<file path="src/rtl/sc_arb_pkg.sv">
package sc_arb_pkg;
  localparam int NUM_EVENTS = 4;

  // Event strobe order inside the synchronizer vector
  localparam int EV_STS_SET = 0;
  localparam int EV_STS_CLR = 1;
  localparam int EV_IRQ_SET = 2;
  localparam int EV_IRQ_CLR = 3;

  localparam int NUM_FLAGS = 2;
  localparam int FLAG_STS  = 0;
  localparam int FLAG_IRQ  = 1;

  typedef struct packed {
    logic [NUM_FLAGS-1:0] setReq;
    logic [NUM_FLAGS-1:0] clrReq;
  } arbStrobes_t;
endpackage

</file>
<file path="src/rtl/sc_arb_ctrl.sv">
module sc_arb_ctrl
  import sc_arb_pkg::*;
#(
  parameter int SYNC_STAGES = 2
) (
  input  logic                  arbClk,
  input  logic                  rstN,
  input  logic                  stsEnable,
  input  logic [NUM_EVENTS-1:0] rawEvents,
  output arbStrobes_t           strobes
);
  localparam int CHAIN_W = SYNC_STAGES + 1;

  logic [NUM_EVENTS-1:0] edgePulse;

  for (genvar g = 0; g < NUM_EVENTS; g++) begin : g_sync
    logic [CHAIN_W-1:0] chain;

    always_ff @(posedge arbClk or negedge rstN) begin
      if (!rstN) chain <= '0;
      else       chain <= {chain[CHAIN_W-2:0], rawEvents[g]};
    end

    // Rising edge seen after the last synchronizer stage
    assign edgePulse[g] = chain[CHAIN_W-2] & ~chain[CHAIN_W-1];

    a_r9_single_pulse: assert property (@(posedge arbClk) disable iff (!rstN)
      edgePulse[g] |=> !edgePulse[g]);
  end

  always_comb begin
    strobes = '0;
    strobes.setReq[FLAG_STS] = edgePulse[EV_STS_SET] & stsEnable;
    strobes.clrReq[FLAG_STS] = edgePulse[EV_STS_CLR];
    strobes.setReq[FLAG_IRQ] = edgePulse[EV_IRQ_SET];
    strobes.clrReq[FLAG_IRQ] = edgePulse[EV_IRQ_CLR];
  end

  a_r4_disabled_write_masked: assert property (@(posedge arbClk) disable iff (!rstN)
    !stsEnable |-> !strobes.setReq[FLAG_STS]);
endmodule

</file>
<file path="src/rtl/sc_arb_flags.sv">
module sc_arb_flags
  import sc_arb_pkg::*;
(
  input  logic                 arbClk,
  input  logic                 rstN,
  input  arbStrobes_t          strobes,
  output logic [NUM_FLAGS-1:0] flags
);
  for (genvar g = 0; g < NUM_FLAGS; g++) begin : g_flag
    always_ff @(posedge arbClk or negedge rstN) begin
      if (!rstN)                  flags[g] <= 1'b0;
      else if (strobes.setReq[g]) flags[g] <= 1'b1;  // set has priority
      else if (strobes.clrReq[g]) flags[g] <= 1'b0;
    end

    a_r6_set_wins: assert property (@(posedge arbClk) disable iff (!rstN)
      strobes.setReq[g] |=> flags[g]);
    a_r5_clear_takes: assert property (@(posedge arbClk) disable iff (!rstN)
      (strobes.clrReq[g] && !strobes.setReq[g]) |=> !flags[g]);
    a_r9_idle_holds: assert property (@(posedge arbClk) disable iff (!rstN)
      (!strobes.clrReq[g] && !strobes.setReq[g]) |=> $stable(flags[g]));
  end
endmodule

</file>
<file path="src/rtl/scArbiter.sv">
module scArbiter
  import sc_arb_pkg::*;
#(
  parameter int SYNC_STAGES = 2
) (
  input  logic arbClk,
  input  logic rstN,
  input  logic stsEnable,
  input  logic subWrStrb,
  input  logic hostRdStrb,
  input  logic irqSetStrb,
  input  logic irqClrStrb,
  output logic statusChgN,
  output logic irqN
);
  logic [NUM_EVENTS-1:0] rawEvents;
  arbStrobes_t           strobes;
  logic [NUM_FLAGS-1:0]  flags;

  always_comb begin
    rawEvents             = '0;
    rawEvents[EV_STS_SET] = subWrStrb;
    rawEvents[EV_STS_CLR] = hostRdStrb;
    rawEvents[EV_IRQ_SET] = irqSetStrb;
    rawEvents[EV_IRQ_CLR] = irqClrStrb;
  end

  sc_arb_ctrl #(.SYNC_STAGES(SYNC_STAGES)) i_ctrl (
    .arbClk   (arbClk),
    .rstN     (rstN),
    .stsEnable(stsEnable),
    .rawEvents(rawEvents),
    .strobes  (strobes)
  );

  sc_arb_flags i_flags (
    .arbClk (arbClk),
    .rstN   (rstN),
    .strobes(strobes),
    .flags  (flags)
  );

  assign statusChgN = ~flags[FLAG_STS];
  assign irqN       = ~flags[FLAG_IRQ];

  a_r1_reset_idle: assert property (@(posedge arbClk)
    !rstN |=> (statusChgN && irqN));
endmodule

</file>
<file path="config.mk">
export PLATFORM = sky130hd
export DESIGN_NAME = scArbiter
export DESIGN_NICKNAME = d
export VERILOG_FILES = /design/src/rtl/sc_arb_pkg.sv /design/src/rtl/sc_arb_ctrl.sv /design/src/rtl/sc_arb_flags.sv /design/src/rtl/scArbiter.sv
export SDC_FILE = /design/constraint.sdc
export NUM_CORES = 1
export LEC_CHECK = 0
export ABC_AREA = 1
export BUFFER_PORTS_ARGS = -buffer_cell sky130_fd_sc_hd__buf_2
export CAP_MARGIN = 20
export CELL_PAD_IN_SITES_DETAIL_PLACEMENT = 1
export CELL_PAD_IN_SITES_GLOBAL_PLACEMENT = 2
export CORE_AREA = 5 5 42 44
export CTS_CLUSTER_DIAMETER = 30
export DETAILED_ROUTE_END_ITERATION = 10
export DIE_AREA = 0 0 47 49
export PLACE_DENSITY = 0.63
export SLEW_MARGIN = 20
export SYNTH_ARGS = -nofsm -noshare
export SYNTH_HDL_FRONTEND = slang
export SYNTH_SLANG_ARGS = --single-unit
</file>
<file path="constraint.sdc">
create_clock -name arbClk -period 1.15 [get_ports arbClk]
set_input_delay 0.115 -clock arbClk [delete_from_list [all_inputs] [get_ports arbClk]]
set_output_delay 0.115 -clock arbClk [all_outputs]
set_load 0.05 [all_outputs]
</file>
==> results.ini <==
[outcome]
outcome = complete, no violations

[sta]
grt_setup_unrepaired = false
fmax_mhz = 935
skew_ns = 0.000630
fin_crit_ns = 1.07
setup-tns-final_ns = 0
hold_viol = 0
timing.final.crit_share = 0.930
worst_pin_slew_ns = 0.296
setup_viol = 0
relSlewSlack = 0.802
whs_ns = 0.0747
slew_viol_final = 0

[worst_setup_path]
path_max_fanout = 2
r2r_end = i_flags.flags[0]$_DFFE_PN0P_
critPathBufInv = 2
path_cells = inv_1 -> buf_2
crit_path_start_kind = flip-flop
r2r_slack_ns = 0.49
cpLargestDelayFamily = flip-flops
critPathSlowestCell = dfrtp_1
crit_type = reg -> out
worstReg2RegStart = i_ctrl.g_sync[1].chain[2]$_DFF_PN0_
cp.arrival_ns = 0.95
required_ns = 1.03
crit_path_max_incr_delay_ns = 0.38
rr_worst_depth = 4
critPathCaptureType = primary output

[min_path]
hp-class = in -> reg
worstHoldStart = stsEnable
holdPathEnd = i_flags.flags[0]$_DFFE_PN0P_
hold_depth = 3

[synthesis]
muxShareOfSynthArea = 0
synth_cells = 28
yosys.area_share.simple = 0.0774
synthAdderAreaFrac = 0
synth_cell_type_count = 4
synth_area_leader_cell = dfrtp_1
yosys_warnings = 0
ys_seq_area_frac = 0.867
syn_nets = 35
avgSynthCellArea_sq_um = 14.4
yosys-top-cells-area = dfrtp_1 87%, nand2_1 6.5%, inv_1 5.6%
synth_seq_cells = 14
netlist_area_sq_um = 404
synth_top_family_by_area = simple AND/OR/NAND/NOR gates
synth.top_cell.area_share = 0.867
synth_xor_area_frac = 0
synth_compound_area_frac = 0

[routing]
dr.pass1.iters = 2
postRouteAntennaNets = 0
wl_per_cell_microns = 8.82
vias_per_cell = 3.89
first_iter_violations = 3
routed_wirelength_microns = 538
num_vias = 237
drcViolationCount = 0

[power]
p_per_area_nw_per_um2 = 1730
vdd_drop_max_mv = 0.590
leakage_nw = 0.290

[clocking]
cts_sinks = 14
cts.path.max_buffers = 2
insertion_delay_ns = 0.27
htree_levels = 1
cts_resized = 0
cts.clk_slew.worst_paths_ns = 0.08
cts_inserted_buffers = 3
ctsRootBufferMaster = clkbuf_4
cts_tree = built

[placement]
dpl_cell_area_sq_um = 464
port_buffers = 8
place_hpwl_microns = 416
gp_congestion = 0.561

[layout]
fill_cells = 166
post-route-util = 0.393
nets = 53
fin_area_sq_um = 551
antenna_cells = 0
area_growth_pct = 36.2
drive_gt1_frac = 0.267
mostFrequentLayoutCell = dfrtp_1
layout_common_cells = 14 x dfrtp_1, 8 x buf_2, 7 x nand2_1

[global_route]
grt_max_degree = 15
grt_pass1_wl_mm = 1.07
grt-ovfl-total = 0
met2_usage = 0.104
use_met1 = 0.0679
antenna_found_initial = 0
grt_pass1_vias = 264
met3_usage = 0.0221
grt.total_usage = 0.0690
grt-busiest-layer = met2

[floorplanning]
die_y_microns = 49
initial_utilization = 0.288
ioPinCount = 9
die-area_sq_um = 2300
core_area_sq_um = 1400
num_rows = 14
die_w_microns = 47

[job]
maxCapViolations = 0

-- logic make-up after synthesis --
logic type,count (synthesis)
buffers and inverters,6
AND/OR/NAND/NOR,8
flip-flops,14
-- repair_timing --
| item | 4_1_cts | 5_1_grt |
|---|---|---|
| hold buffers | 5 | 0 |
| endpoints found under the hold margin | 18 | 0 |
| setup buffers | 0 | 0 |
-- final cells by class --
cell class,count,area (sq um),area share
Clock buffer,4,36.3,0.0659
Multi-Input combinational cell,8,31.3,0.0568
Timing Repair Buffer,13,90.1,0.164
Tap cell,16,20.0,0.0364
Sequential cell,14,350,0.636
Inverter,6,22.5,0.0409
-- report_power, final --
part	internal [W]	leakage (nW)	switching, W
combinational	0.0000306	0.105	0.0000550
clock	0.000192	0.0210	0.000143
sequential	0.000521	0.163	0.0000111
-- registers in the layout (all words and copies together), names as in the netlist --
register / flops
i_ctrl.g_sync.chain: 12
i_flags.flags: 2
-- per-stage QoR --
step / total power (W) / setup slack [ns] / cells
2_1_floorplan: 0.000585 / 0.372 / 28
3_3_place_gp: 0.000613 / 0.384 / 52
3_5_place_dp: 0.000619 / 0.370 / 52
4_1_cts: 0.000975 / 0.0559 / 61
5_1_grt: 0.00102 / 0.0187 / 61
6_report: 0.000954 / 0.0805 / 61
-- worst register-to-register path: cells and delay by family (launching register included) --
kind,cells,cell delay [ns]
flip-flops,1,0.36
AND/OR/NAND/NOR,3,0.15
buffers and inverters,1,0.05
-- cell usage after synthesis --
| master | instances |
|---|---|
| dfrtp_1 | 14 |
| nand2_1 | 7 |
| inv_1 | 6 |
| nand3_1 | 1 |
-- how the worst max path moves through the flow --
stage                                       startpoint   end  slack [ns]  cells after the start
after floorplan           i_flags.flags[1]$_DFFE_PN0P_  irqN        0.37                      1
after global placement    i_flags.flags[1]$_DFFE_PN0P_  irqN        0.38                      2
after detailed placement  i_flags.flags[1]$_DFFE_PN0P_  irqN        0.37                      2
after CTS                 i_flags.flags[1]$_DFFE_PN0P_  irqN        0.06                      2
after global routing      i_flags.flags[1]$_DFFE_PN0P_  irqN        0.02                      2
final                     i_flags.flags[1]$_DFFE_PN0P_  irqN        0.08                      2
-- routing by layer --
metal	routed length, microns	vias up
met5	0	-
met4	16	0
met3	39	2
met2	299	8
met1	183	115
li1	-	112
Power figures use the tool's default switching activity.
